==> config.mk <==
export PLATFORM = sky130hd
export DESIGN_NAME = nand_seq_top
export DESIGN_NICKNAME = d
export VERILOG_FILES = /design/src/rtl/nand_seq_pkg.sv /design/src/rtl/nand_addr_bank.sv /design/src/rtl/nand_seq_ctrl.sv /design/src/rtl/nand_cycle_mux.sv /design/src/rtl/nand_seq_top.sv
export SDC_FILE = /design/constraint.sdc
export NUM_CORES = 1
export LEC_CHECK = 0
export CAP_MARGIN = 20
export CORE_MARGIN = 8
export CORE_UTILIZATION = 45
export DETAILED_ROUTE_END_ITERATION = 10
export DONT_BUFFER_PORTS = 1
export PLACE_DENSITY_LB_ADDON = 0.2
export SYNTH_ARGS = -nofsm -noshare
export SYNTH_HDL_FRONTEND = slang
export SYNTH_SLANG_ARGS = --single-unit
==> constraint.sdc <==
create_clock -name clk -period 4.5 [get_ports clk]
set_clock_uncertainty 0.2 [all_clocks]
set_input_delay 0.675 -clock clk [delete_from_list [all_inputs] [get_ports clk]]
set_output_delay 0.675 -clock clk [all_outputs]
set_load 0.1 [all_outputs]
==> src/rtl/nand_seq_pkg.sv <==
package nand_seq_pkg;

    localparam int BYTE_W  = 8;
    localparam int IDX_W   = 3;

    typedef enum logic [2:0] {
        PH_IDLE,
        PH_CMD1,
        PH_ADDR,
        PH_CMD2,
        PH_WAIT,
        PH_DMA_GO,
        PH_DMA_RUN
    } phase_t;

    typedef struct packed {
        logic              known;
        logic [BYTE_W-1:0] cmd1;
        logic              use_addr;
        logic              use_cmd2;
        logic [BYTE_W-1:0] cmd2;
        logic              wait_rb;
        logic              use_dma;
        logic              dma_wr;
    } prog_t;

    localparam logic [BYTE_W-1:0] OP_RESET = 8'hFF;

    function automatic prog_t decode_op(input logic [BYTE_W-1:0] code);
        prog_t p;
        p = '0;
        p.cmd1 = code;
        unique case (code)
            8'h00, 8'h01, 8'h50, 8'h60, 8'h80: begin
                p.known    = 1'b1;
                p.use_addr = 1'b1;
            end
            8'h10, 8'h30, 8'h70, 8'h90, 8'hD0, 8'hFF: begin
                p.known = 1'b1;
            end
            8'hFB: begin
                p.known    = 1'b1;
                p.cmd1     = 8'h00;
                p.use_addr = 1'b1;
                p.use_cmd2 = 1'b1;
                p.cmd2     = 8'h30;
                p.wait_rb  = 1'b1;
                p.use_dma  = 1'b1;
            end
            8'hF7: begin
                p.known    = 1'b1;
                p.cmd1     = 8'h05;
                p.use_addr = 1'b1;
                p.use_cmd2 = 1'b1;
                p.cmd2     = 8'hE0;
                p.use_dma  = 1'b1;
            end
            8'hFE, 8'hFD: begin
                p.known    = 1'b1;
                p.cmd1     = (code == 8'hFE) ? 8'h80 : 8'h85;
                p.use_addr = 1'b1;
                p.use_dma  = 1'b1;
                p.dma_wr   = 1'b1;
            end
            default: p.known = 1'b0;
        endcase
        return p;
    endfunction

    function automatic logic [IDX_W-1:0] addr_count(input logic [1:0] mode);
        unique case (mode)
            2'b00:   return 3'd5;
            2'b01:   return 3'd4;
            2'b10:   return 3'd3;
            default: return 3'd0;
        endcase
    endfunction

    function automatic logic [IDX_W-1:0] addr_offset(input logic [1:0] mode,
                                                     input logic [IDX_W-1:0] idx);
        if (mode == 2'b00 || idx == '0)
            return idx;
        return idx + 3'd1;
    endfunction

endpackage

==> src/rtl/nand_addr_bank.sv <==
module nand_addr_bank #(
    parameter int BANKS      = 4,
    parameter int BANK_BYTES = 16,
    localparam int BANK_AW   = $clog2(BANKS),
    localparam int OFS_AW    = $clog2(BANK_BYTES),
    localparam int DEPTH     = BANKS * BANK_BYTES
) (
    input  logic                      clk,
    input  logic                      we,
    input  logic [BANK_AW+OFS_AW-1:0] waddr,
    input  logic [7:0]                wdata,
    input  logic [BANK_AW-1:0]        rd_bank,
    input  logic [OFS_AW-1:0]         rd_ofs,
    output logic [7:0]                rd_data
);
    logic [7:0] store [DEPTH];

    always_ff @(posedge clk) begin
        if (we)
            store[waddr] <= wdata;
    end

    assign rd_data = store[{rd_bank, rd_ofs}];
endmodule

==> src/rtl/nand_seq_ctrl.sv <==
module nand_seq_ctrl
    import nand_seq_pkg::*;
#(
    parameter int BANK_AW = 2
) (
    input  logic               clk,
    input  logic               rst,
    input  logic               op_valid,
    input  logic [7:0]         op_code,
    input  logic [1:0]         mode_in,
    input  logic [BANK_AW-1:0] bank_in,
    input  logic               hs,
    input  logic               rb_ready,
    input  logic               dma_done,
    output phase_t             phase,
    output prog_t              prog,
    output logic [IDX_W-1:0]   addr_idx,
    output logic [1:0]         lat_mode,
    output logic [BANK_AW-1:0] lat_bank,
    output logic               busy,
    output logic               dma_start,
    output logic               dma_write
);
    prog_t  dec;
    logic   mode_ok;
    logic   accept;
    logic   last_addr;
    phase_t after_cmd2;
    phase_t after_addr;
    phase_t after_cmd1;

    assign dec       = decode_op(op_code);
    assign mode_ok   = !(dec.use_addr && mode_in == 2'b11);
    assign accept    = op_valid && dec.known && mode_ok &&
                       (phase == PH_IDLE || op_code == OP_RESET);
    assign last_addr = (addr_idx == addr_count(lat_mode) - 3'd1);

    always_comb begin
        if (prog.wait_rb)      after_cmd2 = PH_WAIT;
        else if (prog.use_dma) after_cmd2 = PH_DMA_GO;
        else                   after_cmd2 = PH_IDLE;
        after_addr = prog.use_cmd2 ? PH_CMD2 : after_cmd2;
        after_cmd1 = prog.use_addr ? PH_ADDR : after_addr;
    end

    always_ff @(posedge clk) begin
        if (rst) begin
            phase    <= PH_IDLE;
            prog     <= '0;
            addr_idx <= '0;
            lat_mode <= '0;
            lat_bank <= '0;
        end else if (accept) begin
            phase    <= PH_CMD1;
            prog     <= dec;
            addr_idx <= '0;
            lat_mode <= mode_in;
            lat_bank <= bank_in;
        end else begin
            unique case (phase)
                PH_CMD1:    if (hs) phase <= after_cmd1;
                PH_ADDR: begin
                    if (hs) begin
                        if (last_addr) phase <= after_addr;
                        else           addr_idx <= addr_idx + 3'd1;
                    end
                end
                PH_CMD2:    if (hs) phase <= after_cmd2;
                PH_WAIT:    if (rb_ready) phase <= prog.use_dma ? PH_DMA_GO : PH_IDLE;
                PH_DMA_GO:  phase <= PH_DMA_RUN;
                PH_DMA_RUN: if (dma_done) phase <= PH_IDLE;
                default:    phase <= PH_IDLE;
            endcase
        end
    end

    assign busy      = (phase != PH_IDLE);
    assign dma_start = (phase == PH_DMA_GO);
    assign dma_write = prog.dma_wr;
endmodule

==> src/rtl/nand_cycle_mux.sv <==
module nand_cycle_mux
    import nand_seq_pkg::*;
(
    input  phase_t     phase,
    input  prog_t      prog,
    input  logic [7:0] addr_byte,
    output logic       cyc_valid,
    output logic       cyc_is_addr,
    output logic [7:0] cyc_data
);
    always_comb begin
        cyc_valid   = 1'b0;
        cyc_is_addr = 1'b0;
        cyc_data    = '0;
        unique case (phase)
            PH_CMD1: begin
                cyc_valid = 1'b1;
                cyc_data  = prog.cmd1;
            end
            PH_ADDR: begin
                cyc_valid   = 1'b1;
                cyc_is_addr = 1'b1;
                cyc_data    = addr_byte;
            end
            PH_CMD2: begin
                cyc_valid = 1'b1;
                cyc_data  = prog.cmd2;
            end
            default: ;
        endcase
    end
endmodule

==> src/rtl/nand_seq_top.sv <==
module nand_seq_top
    import nand_seq_pkg::*;
#(
    parameter int BANKS      = 4,
    parameter int BANK_BYTES = 16,
    localparam int BANK_AW   = $clog2(BANKS),
    localparam int OFS_AW    = $clog2(BANK_BYTES)
) (
    input  logic                      clk,
    input  logic                      rst,
    input  logic                      op_valid,
    input  logic [7:0]                op_code,
    input  logic [1:0]                addr_mode,
    input  logic [BANK_AW-1:0]        bank_sel,
    input  logic                      bank_we,
    input  logic [BANK_AW+OFS_AW-1:0] bank_waddr,
    input  logic [7:0]                bank_wdata,
    output logic                      busy,
    output logic                      cyc_valid,
    input  logic                      cyc_ready,
    output logic                      cyc_is_addr,
    output logic [7:0]                cyc_data,
    input  logic                      rb_ready,
    output logic                      dma_start,
    output logic                      dma_write,
    input  logic                      dma_done
);
    phase_t             phase;
    prog_t              prog;
    logic [IDX_W-1:0]   addr_idx;
    logic [1:0]         lat_mode;
    logic [BANK_AW-1:0] lat_bank;
    logic [OFS_AW-1:0]  rd_ofs;
    logic [7:0]         addr_byte;

    assign rd_ofs = OFS_AW'(addr_offset(lat_mode, addr_idx));

    nand_addr_bank #(.BANKS(BANKS), .BANK_BYTES(BANK_BYTES)) u_bank (
        .clk     (clk),
        .we      (bank_we),
        .waddr   (bank_waddr),
        .wdata   (bank_wdata),
        .rd_bank (lat_bank),
        .rd_ofs  (rd_ofs),
        .rd_data (addr_byte)
    );

    nand_seq_ctrl #(.BANK_AW(BANK_AW)) u_ctrl (
        .clk       (clk),
        .rst       (rst),
        .op_valid  (op_valid),
        .op_code   (op_code),
        .mode_in   (addr_mode),
        .bank_in   (bank_sel),
        .hs        (cyc_valid && cyc_ready),
        .rb_ready  (rb_ready),
        .dma_done  (dma_done),
        .phase     (phase),
        .prog      (prog),
        .addr_idx  (addr_idx),
        .lat_mode  (lat_mode),
        .lat_bank  (lat_bank),
        .busy      (busy),
        .dma_start (dma_start),
        .dma_write (dma_write)
    );

    nand_cycle_mux u_mux (
        .phase       (phase),
        .prog        (prog),
        .addr_byte   (addr_byte),
        .cyc_valid   (cyc_valid),
        .cyc_is_addr (cyc_is_addr),
        .cyc_data    (cyc_data)
    );
endmodule

==> qor.csv, run 1 <==
stage,metric,value,unit
logic_synthesis,Post-synth EDFFs,256,
placed_design,# port buffers,0,
sta,Slew headroom,26.1,%
global_route,largest net degree at the start of global routing,82,
cells_and_area,multi-input logic area,4750,sq um
logic_synthesis,Post-synth ARST share,0,%
pwr,Worst VDD drop,0.251,mV
sta,final hold slack,0.0196,ns
pwr,internal power,4.48,mW
setup_path,WS Path Type,register to output port,
status,status,completed,
clocking,CTS sink cnt,281,
global_route,first-pass GRT wire length,52.8,mm
run,Max Cap Viol,0,
floorplanning,IO Pins,46,
sta,final setup TNS,0,ns
logic_synthesis,Synth cell types,77,
floorplanning,die footprint,34800,sq um
placed_design,placed inst area,13800,sq um
drt,Via density,6.08,
sta,"Slew Viols, Final",0,
cells_and_area,Synth-to-Final Area Change,16.8,%
global_route,initial antenna violation count,0,
floorplanning,core box area,28700,sq um
pwr,switching power,1.08,mW
logic_synthesis,ys flop type,edfxtp_1,
logic_synthesis,#FFs+latches synth,281,
setup_path,worst-path maximum fanout,19,
pwr,power per standard cell area,364,nW/um^2
drt,drt pass-1 iters,5,
cells_and_area,fillers,2415,
cells_and_area,share of layout cells above drive strength 1,16.6,%
placed_design,GP Congestion,0.866,
pwr,Pleak,4.74,nW
floorplanning,Vert. Die Dim,187,microns
cells_and_area,Ant. Diodes,0,
cells_and_area,final net count,1071,
logic_synthesis,Syn Area/Cell,13.0,sq um
cells_and_area,post-route cell area,15300,sq um
clocking,Clock Latency Late Sink,0.55,ns
logic_synthesis,cell count after synthesis,1005,
setup_path,"Data arrival, critical path",3.52,ns
setup_path,Worst setup EP type,output port,
clocking,Clock Path Buffers,3,
drt,Routed WL,35.6,mm
clocking,Worst-path clk slew,0.06,ns
min_path,Hold Path Class,primary input to register,
drt,Detail Route Antenna Nets,0,
global_route,Tot GR Track Use,19.4,%
placed_design,Detailed Place HPWL,22.4,mm
clocking,H-tree depth,1,
drt,initial DRC count,880,
floorplanning,Die W,187,microns
pwr,Sw Share,19.4,%
floorplanning,Starting Density,45.6,%
sta,Slew @ Worst Pin,1.10,ns
sta,count of final setup violators,0,
setup_path,crit path launch type,register,
logic_synthesis,"Seq/Total Area, Yosys",62.6,%
clocking,cts bufs inserted,30,
clocking,Root Buffer,clkbuf_16,
drt,Avg WL per Cell,24.7,microns
sta,Final Cycle Share,97.7,%
clocking,CTS tree,done,
floorplanning,Std-Cell Rows,62,
pwr,Sequential Power Share,51.6,%
logic_synthesis,synthesized cell area,13100,sq um
logic_synthesis,YS warnings,0,
global_route,grt ovf,0,
pwr,Comb pwr share,1.4,%
sta,Final Hold Viols,0,
setup_path,Worst Path Required,3.62,ns
cells_and_area,Reg area,8200,sq um
logic_synthesis,Post-Syn Nets,1042,
drt,DRC Markers,0,
global_route,vias in the first global route,8475,
sta,Max Fclk,227,MHz
pwr,Clock Power Share,47.1,%
sta,min Tclk post-route,4.40,ns
drt,DR vias,8764,
-- cells by family (layout without fill, tap and decap cells) --
kind of cell	Yosys count	count (layout)	share of synthesized area, %
AO/OA/AOI/OAI	246	246	12.9
XOR/XNOR	5	5	0.335
adder cells (fa/ha/maj)	4	4	0.382
buffers and inverters	80	131	2.71
flip-flops	281	281	62.6
multiplexers	117	117	10.6
AND/OR/NAND/NOR	272	273	10.5
-- power by group through the flow --
stage | logic, mW | registers [mW] | clock network (mW)
finish | 0.0769 | 2.87 | 2.62
global route | 0.0846 | 2.87 | 2.74
CTS | 0.0738 | 2.87 | 2.63
detailed placement | 0.0697 | 2.93 | 0
global placement | 0.0693 | 2.92 | 0
floorplan | 0.0582 | 2.92 | 0
-- cell type report --
cell class | instances | area share, %
repair buffers | 63 | 5.00
well taps | 384 | 3.14
multi-input cells | 645 | 31.1
clock inverters | 20 | 1.64
inverters | 13 | 0.360
flip-flops and latches | 281 | 53.6
clock buffers | 35 | 5.17
-- per-layer routing --
layer / global-route usage (%) / up-vias / wire, microns
li1: - / 3973 / -
met1: 26.3 / 4419 / 15500
met2: 31.9 / 304 / 16800
met3: 3.06 / 68 / 2320
met4: 5.86 / 0 / 974
met5: 0 / - / 0
-- worst paths after layout --
check,cells past startpoint,start,end,slack (ns)
hold reg to reg,2,u_ctrl.prog[18],u_ctrl.prog[18],0.27
setup / recovery,12,u_ctrl.addr_idx[1],cyc_data[4],0.10
hold / removal,0,bank_wdata[7],u_bank.store[53][7],0.02
setup reg to reg,8,u_ctrl.phase[1],u_ctrl.phase[1],1.71
-- sequential cells by signal (all words and copies together) (netlist names) --
register	flops
u_ctrl.addr_idx	3
u_bank.store	256
u_ctrl.phase	3
u_ctrl.prog	14
u_ctrl.lat_mode	2
u_ctrl.lat_bank	2
u_ctrl.dma_write	1
-- metrics by stage --
step | setup slack (ns) | utilization (%) | instances | power (mW)
2_1_floorplan | -0.193 | - | 1005 | 2.98
3_3_place_gp | 0.325 | 48.1 | 1362 | 2.99
3_5_place_dp | 0.241 | 48.1 | 1362 | 2.99
4_1_cts | -0.0457 | 52.2 | 1424 | 5.58
5_1_grt | -0.0302 | 53.2 | 1441 | 5.70
6_report | 0.103 | 53.2 | 1441 | 5.56
-- worst max-delay path, cell delays in order, from the launching register on --
cell and delay (ns):
dfxtp_4 0.38, inv_1 0.08, ha_4 0.16, nor2b_4 0.15, buf_4 0.17, o21ai_2 0.21, buf_6 0.22, and3_1 0.26
a2111oi_4 0.09, a211o_1 0.24, a2111o_1 0.53, o211ai_1 0.24, buf_16 0.22
-- synth_stat cells (4+ instances only) --
| library cell | instances | share of area (%) |
|---|---|---|
| a21oi_1 | 32 | 1.2 |
| ha_1 | 4 | 0.38 |
| o21bai_1 | 4 | 0.23 |
| edfxtp_1 | 256 | 59 |
| nor2b_1 | 43 | 2.1 |
| o21ai_0 | 60 | 2.3 |
| a2111oi_0 | 10 | 0.67 |
| a31oi_1 | 7 | 0.33 |
| clkbuf_1 | 40 | 1.1 |
| a2bb2oi_1 | 4 | 0.27 |
| o2111ai_1 | 4 | 0.27 |
| buf_6 | 4 | 0.34 |
| nand3b_1 | 6 | 0.34 |
| nor3_1 | 6 | 0.23 |
| mux4_2 | 15 | 2.6 |
| dfxtp_1 | 25 | 3.8 |
| nor2_1 | 82 | 2.4 |
| a22oi_1 | 5 | 0.29 |
| a211oi_1 | 53 | 3.0 |
| a211o_1 | 7 | 0.47 |
| or3_1 | 6 | 0.29 |
| buf_1 | 10 | 0.29 |
| mux2i_1 | 86 | 6.6 |
| o211ai_1 | 10 | 0.57 |
| nand2b_1 | 15 | 0.72 |
| o311ai_0 | 4 | 0.27 |
| o22ai_1 | 6 | 0.29 |
| mux2_2 | 13 | 1.1 |
| and2_1 | 4 | 0.19 |
| nand2_1 | 54 | 1.5 |
| nand3_1 | 13 | 0.50 |
| inv_1 | 12 | 0.34 |
| buf_2 | 10 | 0.38 |
| and3_1 | 18 | 0.86 |
| nand4_1 | 8 | 0.38 |
-- placed cells by master, fill, tap and decap left out, types with 32 or more instances in the layout --
cell type / instances
a211oi_1: 52
a21oi_1: 32
buf_4: 38
clkbuf_16: 35
edfxtp_1: 256
mux2i_1: 85
nand2_1: 53
nor2_1: 79
nor2b_1: 42
o21ai_0: 59
-- timing repair --
| action | 4_1_cts | 5_1_grt |
|---|---|---|
| hold buffers | 1 | 2 |
| setup endpoints to repair | 8 | 8 |
| resized for setup | 15 | 25 |
| pin swaps | 3 | 8 |
| endpoints found under the hold margin | 17 | 7 |
| gates cloned | 2 | 2 |
| setup buffers | 4 | 13 |
Power figures use the tool's default switching activity.
==> run 2: changes to the inputs <==
CORE_MARGIN = default   (was 8)
CTS_BUF_LIST = sky130_fd_sc_hd__clkbuf_16   (was default)
==> run 2 against run 1 <==
Power shrank 0.70%; combinational power rose by 0.9%; hold slack got worse by 0.0031 ns; design area down 1.7%; global-route usage rose by 3.5 points; register-to-register slack gained 0.11 ns; setup slack worse by 0.0085 ns; largest cell class unchanged; die area is 14% lower.
==> qor.csv, run 2 (synthesis gave the netlist of run 1 again) <==
stage,metric,value,unit,change
pwr,power per standard cell area,368,nW/um^2,was 364 nW/um^2
sta,min Tclk post-route,4.41,ns,was 4.40 ns
cells_and_area,most frequent cells in the layout,"edfxtp_1, mux2i_1, nor2_1",,unchanged
cells_and_area,final net count,1058,,was 1071
floorplanning,Starting Density,45.7,%,was 45.6%
pwr,Comb pwr share,1.4,%,about the same
setup_path,crit path launch type,register,,unchanged
cells_and_area,Top reg by flops,u_bank.store,,unchanged
cells_and_area,Ant. Diodes,0,,unchanged
pwr,Worst VDD drop,0.246,mV,was 0.251 mV
sta,final setup TNS,0,ns,unchanged
cells_and_area,share of layout cells above drive strength 1,15.5,%,was 16.6%
sta,Max Fclk,227,MHz,about the same
sta,"Slew Viols, Final",0,,unchanged
drt,Detail Route Antenna Nets,0,,unchanged
sta,Slew headroom,29.7,%,was 26.1%
floorplanning,Std-Cell Rows,62,,unchanged
global_route,Tot GR Track Use,22.9,%,was 19.4%
clocking,Clock Path Buffers,3,,unchanged
sta,fin worst setup slack,0.0949,ns,was 0.103 ns
placed_design,# port buffers,0,,unchanged
pwr,switching power,1.10,mW,was 1.08 mW
sta,Final Hold Viols,0,,unchanged
clocking,CTS sink cnt,281,,unchanged
run,Max Cap Viol,0,,unchanged
clocking,cts bufs inserted,30,,unchanged
floorplanning,die footprint,29800,sq um,was 34800 sq um
placed_design,placed inst area,13800,sq um,about the same
pwr,Pleak,4.66,nW,was 4.74 nW
drt,drt pass-1 iters,5,,unchanged
sta,Final Cycle Share,97.9,%,was 97.7%
cells_and_area,Synth-to-Final Area Change,14.8,%,was 16.8%
cells_and_area,post-route cell area,15000,sq um,was 15300 sq um
drt,Via density,6.08,,about the same
placed_design,Detailed Place HPWL,22.4,mm,about the same
setup_path,worst r2r src,u_ctrl.phase[0],,was u_ctrl.phase[1]
cells_and_area,Reg area,8200,sq um,unchanged
global_route,first-pass GRT wire length,52.1,mm,was 52.8 mm
sta,count of final setup violators,0,,unchanged
sta,Slew @ Worst Pin,1.05,ns,was 1.10 ns
placed_design,pre-CTS setup slack,0.314,ns,was 0.241 ns
setup_path,Worst Path Required,3.62,ns,about the same
floorplanning,Vert. Die Dim,173,microns,was 187 microns
clocking,Clock Latency Late Sink,0.55,ns,about the same
clocking,Root Buffer,clkbuf_16,,unchanged
drt,DR vias,8686,,was 8764
setup_path,WS Path Type,register to output port,,unchanged
global_route,grt ovf,0,,unchanged
pwr,total power,5.53,mW,was 5.56 mW
cells_and_area,fillers,2367,,was 2415
cells_and_area,max FFs per register,256,,unchanged
cells_and_area,biggest regs,"u_bank.store: 256 flops, u_ctrl.prog: 14 flops",,unchanged
pwr,Sw Share,19.9,%,was 19.4%
status,status,completed,,unchanged
sta,RSZ-0062 raised after global routing,false,,
cells_and_area,multi-input logic area,4670,sq um,was 4750 sq um
cells_and_area,"commonest non-fill, non-tap cell in the layout",edfxtp_1,,unchanged
min_path,worst hold start,bank_wdata[3],,was bank_wdata[7]
pwr,Clock Power Share,46.7,%,was 47.1%
min_path,Hold Path Class,primary input to register,,unchanged
drt,Routed WL,34.6,mm,was 35.6 mm
setup_path,CP startpoint,u_ctrl.addr_idx[1],,unchanged
pwr,Sequential Power Share,51.9,%,was 51.6%
pwr,internal power,4.43,mW,was 4.48 mW
global_route,largest net degree at the start of global routing,54,,was 82
placed_design,GP Congestion,0.862,,was 0.866
setup_path,"Data arrival, critical path",3.53,ns,was 3.52 ns
clocking,Worst-path clk slew,0.06,ns,about the same
setup_path,worst-path maximum fanout,15,,was 19
global_route,initial antenna violation count,1,,was 0
drt,DRC Markers,0,,unchanged
floorplanning,IO Pins,46,,unchanged
global_route,vias in the first global route,8357,,was 8475
floorplanning,Die W,173,microns,was 187 microns
clocking,H-tree depth,1,,unchanged
clocking,CTS tree,done,,unchanged
drt,initial DRC count,840,,was 880
drt,Avg WL per Cell,24.2,microns,was 24.7 microns
floorplanning,core box area,28600,sq um,was 28700 sq um
setup_path,Worst setup EP type,output port,,unchanged
-- run 2: changes by cell type in the layout (fill, tap and decap cells not counted), moves of 4 or more --
cell and delta:
buf_4 -7, clkinv_2 +5, buf_6 -4, clkbuf_1 -4
clkinv_1 -4, inv_1 +4
-- run 2: worst max-delay path: stages (launching register included) --
cell and delay, ns:
dfxtp_4 0.36, inv_1 0.07, ha_4 0.16, nor2b_4 0.14, or3_1 0.46, nand2_4 0.16
buf_12 0.19, mux2i_1 0.09, mux4_2 0.53, a211o_1 0.31, o211ai_1 0.21, clkbuf_16 0.29
-- run 2: metrics by stage --
stage / util, % / cells / hold slack, ns
6_report: 52.5 / 1429 / 0.0165
4_1_cts: 52.2 / 1424 / 0.000916
2_1_floorplan: - / 1005 / 0.245
3_3_place_gp: 48.3 / 1364 / 0.252
3_5_place_dp: 48.3 / 1364 / 0.259
5_1_grt: 52.5 / 1429 / 0.00121
-- run 2: area by class of cell --
class,count,area share (%)
Sequential cell,281,54.5
Multi-Input combinational cell,645,31.1
Clock buffer,31,5.16
Timing Repair Buffer,50,3.96
Tap cell,384,3.20
Clock inverter,25,1.72
Inverter,13,0.341
-- run 2: what timing repair did --
item | in CTS | in global routing
hold buffers | 1 | 3
setup buffers | 2 | 1
cloned | 1 | 1
hold endpoints to repair | 17 | 11
gates resized for setup | 10 | 9
pin swaps | 3 | 2
endpoints found under the setup margin | 8 | 8
-- run 2: layer usage --
layer | wire, microns | vias to the layer above | track usage (%)
met5 | 13 | - | 0
met4 | 935 | 2 | 7.14
met3 | 2020 | 66 | 3.25
met2 | 16500 | 300 | 37.4
met1 | 15100 | 4355 | 31.7
li1 | - | 3963 | -
-- run 2: power groups by stage --
stage          logic [mW]  registers (mW)  clock network, mW
5_1_grt            0.0847            2.87               2.70
3_3_place_gp       0.0694            2.92                  0
4_1_cts            0.0739            2.87               2.59
6_report           0.0776            2.87               2.58
3_5_place_dp       0.0700            2.92                  0
2_1_floorplan      0.0582            2.92                  0
-- run 2: final timing paths --
path | end | slack (ns) | depth (start not counted)
hold reg to reg | u_ctrl.prog[18] | 0.27 | 2
hold / removal | u_bank.store[52][3] | 0.02 | 0
setup reg to reg | u_ctrl.prog[14] | 1.82 | 8
setup / recovery | cyc_data[3] | 0.09 | 11
==> run 3: changes to the inputs <==
==> constraint.sdc (replaced) <==
create_clock -name clk -period 4.5 [get_ports clk]
set_clock_uncertainty 0.2 [all_clocks]
set_input_delay 0.9 -clock clk [delete_from_list [all_inputs] [get_ports clk]]
set_output_delay 0.9 -clock clk [all_outputs]
set_load 0.1 [all_outputs]
==> run 3 against run 2 <==
Wire length rose by 0.12%; hold slack improved by 0.19 ns; power fell by 5.3%; clock-buffer cell count did not move; non-clock buffer count rose by 23; utilization rose by 1.0 points; critical path type unchanged.
==> qor.csv, run 3 (synthesis gave the netlist of run 1 again) <==
stage,metric,value,unit,change
status,status,completed,,unchanged
clocking,CTS sink cnt,281,,unchanged
placed_design,pre-CTS setup slack,0.253,ns,was 0.314 ns
global_route,Tot GR Track Use,23.0,%,was 22.9%
clocking,Clock Path Buffers,3,,unchanged
cells_and_area,Post-Layout Cell Count,1452,,was 1429
setup_path,crit path launch type,register,,unchanged
cells_and_area,max FFs per register,256,,unchanged
setup_path,"Data arrival, critical path",3.38,ns,was 3.53 ns
sta,count of final setup violators,0,,unchanged
floorplanning,core box area,28600,sq um,unchanged
sta,Slew headroom,29.7,%,about the same
drt,Avg WL per Cell,23.8,microns,was 24.2 microns
min_path,worst hold start,rst,,was bank_wdata[3]
clocking,H-tree depth,1,,unchanged
cells_and_area,biggest regs,"u_bank.store: 256 flops, u_ctrl.prog: 14 flops",,unchanged
global_route,vias in the first global route,8599,,was 8357
drt,DR vias,8741,,was 8686
global_route,first-pass GRT wire length,51.6,mm,was 52.1 mm
global_route,initial antenna violation count,0,,was 1
floorplanning,Vert. Die Dim,173,microns,unchanged
pwr,Pleak,4.82,nW,was 4.66 nW
drt,initial DRC count,808,,was 840
cells_and_area,Reg area,8200,sq um,unchanged
sta,final hold slack,0.211,ns,was 0.0165 ns
placed_design,placed inst area,13900,sq um,was 13800 sq um
cells_and_area,fin util,53.5,%,was 52.5%
setup_path,worst r2r src,u_ctrl.phase[2],,was u_ctrl.phase[0]
clocking,Worst-path clk slew,0.06,ns,about the same
sta,Slew @ Worst Pin,1.05,ns,about the same
cells_and_area,fillers,2381,,was 2367
sta,RSZ-0062 raised after global routing,true,,was false
setup_path,"slowest stage delay, CP",0.38,ns,was 0.53 ns
cells_and_area,Top reg by flops,u_bank.store,,unchanged
setup_path,reg-to-reg endpoint,u_ctrl.phase[1],,was u_ctrl.prog[14]
cells_and_area,final net count,1081,,was 1058
floorplanning,Std-Cell Rows,62,,unchanged
cells_and_area,post-route cell area,15300,sq um,was 15000 sq um
clocking,Root Buffer,clkbuf_16,,unchanged
setup_path,R2R depth,7,,was 8
clocking,cts bufs inserted,30,,unchanged
setup_path,Worst setup EP type,output port,,unchanged
min_path,hold path depth,1,,was 0
setup_path,WS Path Type,register to output port,,unchanged
sta,fin worst setup slack,0.0191,ns,was 0.0949 ns
floorplanning,IO Pins,46,,unchanged
run,Max Cap Viol,0,,unchanged
cells_and_area,share of layout cells above drive strength 1,18.5,%,was 15.5%
floorplanning,Starting Density,45.7,%,unchanged
sta,final setup TNS,0,ns,unchanged
sta,"Slew Viols, Final",0,,unchanged
cells_and_area,multi-input logic area,4800,sq um,was 4670 sq um
pwr,total power,5.23,mW,was 5.53 mW
setup_path,Worst Path Required,3.40,ns,was 3.62 ns
sta,Final Cycle Share,99.6,%,was 97.9%
cells_and_area,most frequent cells in the layout,"edfxtp_1, mux2i_1, nor2_1",,unchanged
sta,Final Hold Viols,0,,unchanged
sta,min Tclk post-route,4.48,ns,was 4.41 ns
drt,Routed WL,34.6,mm,about the same
placed_design,Detailed Place HPWL,21.9,mm,was 22.4 mm
setup_path,reg2reg setup slack,1.49,ns,was 1.82 ns
clocking,CTS tree,done,,unchanged
floorplanning,die footprint,29800,sq um,unchanged
min_path,Worst Hold End,u_ctrl.prog[18],,was u_bank.store[52][3]
global_route,grt ovf,0,,unchanged
drt,Detail Route Antenna Nets,0,,unchanged
setup_path,Buf/Inv on CP,5,,was 3
drt,DRC Markers,0,,unchanged
placed_design,# port buffers,0,,unchanged
setup_path,worst-path maximum fanout,8,,was 15
sta,Max Fclk,223,MHz,was 227 MHz
pwr,Worst VDD drop,0.322,mV,was 0.246 mV
pwr,power per standard cell area,342,nW/um^2,was 368 nW/um^2
global_route,largest net degree at the start of global routing,58,,was 54
placed_design,GP Congestion,0.875,,was 0.862
placed_design,placed cells,1370,,was 1364
min_path,Hold Path Class,primary input to register,,unchanged
setup_path,slowest CP cell,dfxtp_4,,was mux4_2
drt,Via density,6.02,,was 6.08
cells_and_area,Synth-to-Final Area Change,17.0,%,was 14.8%
drt,drt pass-1 iters,5,,unchanged
setup_path,CP top delay family,compound AO/OA/AOI/OAI gates,,was simple AND/OR/NAND/NOR gates
floorplanning,Die W,173,microns,unchanged
clocking,Clock Latency Late Sink,0.55,ns,about the same
cells_and_area,"commonest non-fill, non-tap cell in the layout",edfxtp_1,,unchanged
setup_path,crit-path cells,inv_4 > ha_4 > nor2b_4 > buf_12 > o21ai_4 > nand2_8 > buf_8 > buf_4 > mux2i_1 > a2111oi_2 > a21oi_2 > o211ai_1 > clkbuf_16,,was inv_1 > ha_4 > nor2b_4 > or3_1 > nand2_4 > buf_12 > mux2i_1 > mux4_2 > a211o_1 > o211ai_1 > clkbuf_16
[run 3: cell count changes in the layout (fill, tap and decap cells not counted), sizes merged]
| cell | delta |
|---|---|
| diode | +1 |
| bufinv | -4 |
| dlygate4sd3 | -4 |
| inv | +3 |
| bufbuf | +1 |
| clkbuf | +5 |
| buf | +21 |
| clkinv | +2 |
| clkinvlp | -2 |
[run 3: layout make-up]
class	instances	area share (%)
Antenna cell	1	0.0163
Clock buffer	31	5.07
Clock inverter	24	0.874
Inverter	13	0.335
Multi-Input combinational cell	645	31.4
Sequential cell	281	53.5
Tap cell	384	3.14
Timing Repair Buffer	73	5.70
[run 3: where the power goes]
| part | internal [mW] | switching, mW | leakage [nW] |
|---|---|---|---|
| logic | 0.0281 | 0.0449 | 1.84 |
| registers | 2.86 | 0.00721 | 2.51 |
| clock network | 1.29 | 0.998 | 0.472 |
[run 3: worst max path at each step]
stage / start / endpoint / depth (start not counted)
6_report: u_ctrl.addr_idx[0] / cyc_data[2] / 13
3_3_place_gp: u_ctrl.addr_idx[0] / cyc_data[0] / 12
4_1_cts: u_ctrl.addr_idx[1] / cyc_data[0] / 11
5_1_grt: u_ctrl.addr_idx[0] / cyc_data[2] / 13
2_1_floorplan: u_ctrl.addr_idx[0] / cyc_data[0] / 14
3_5_place_dp: u_ctrl.addr_idx[0] / cyc_data[0] / 12
[run 3: per-layer routing]
layer	global-route usage (%)	vias to the layer above	share of wire, %
met2	36.8	309	47
met4	8.78	0	3.9
met3	4.47	80	7.0
met5	0	-	0
met1	31.1	4347	43
li1	-	4005	-
[run 3: repair_timing]
item                                    in CTS  in global routing
setup buffers                               10                 11
hold buffers                                 0                  0
endpoints found under the setup margin       8                  8
pin swaps                                   15                 22
gates cloned                                 3                  2
gates resized for setup                     22                 46
[run 3: worst reg2reg max path: cells and delay by family (launching register included)]
kind            cells  cell delay, ns
compound gates      4            0.77
buf+inv             1            0.22
flops               1            0.54
simple gates        2            1.19
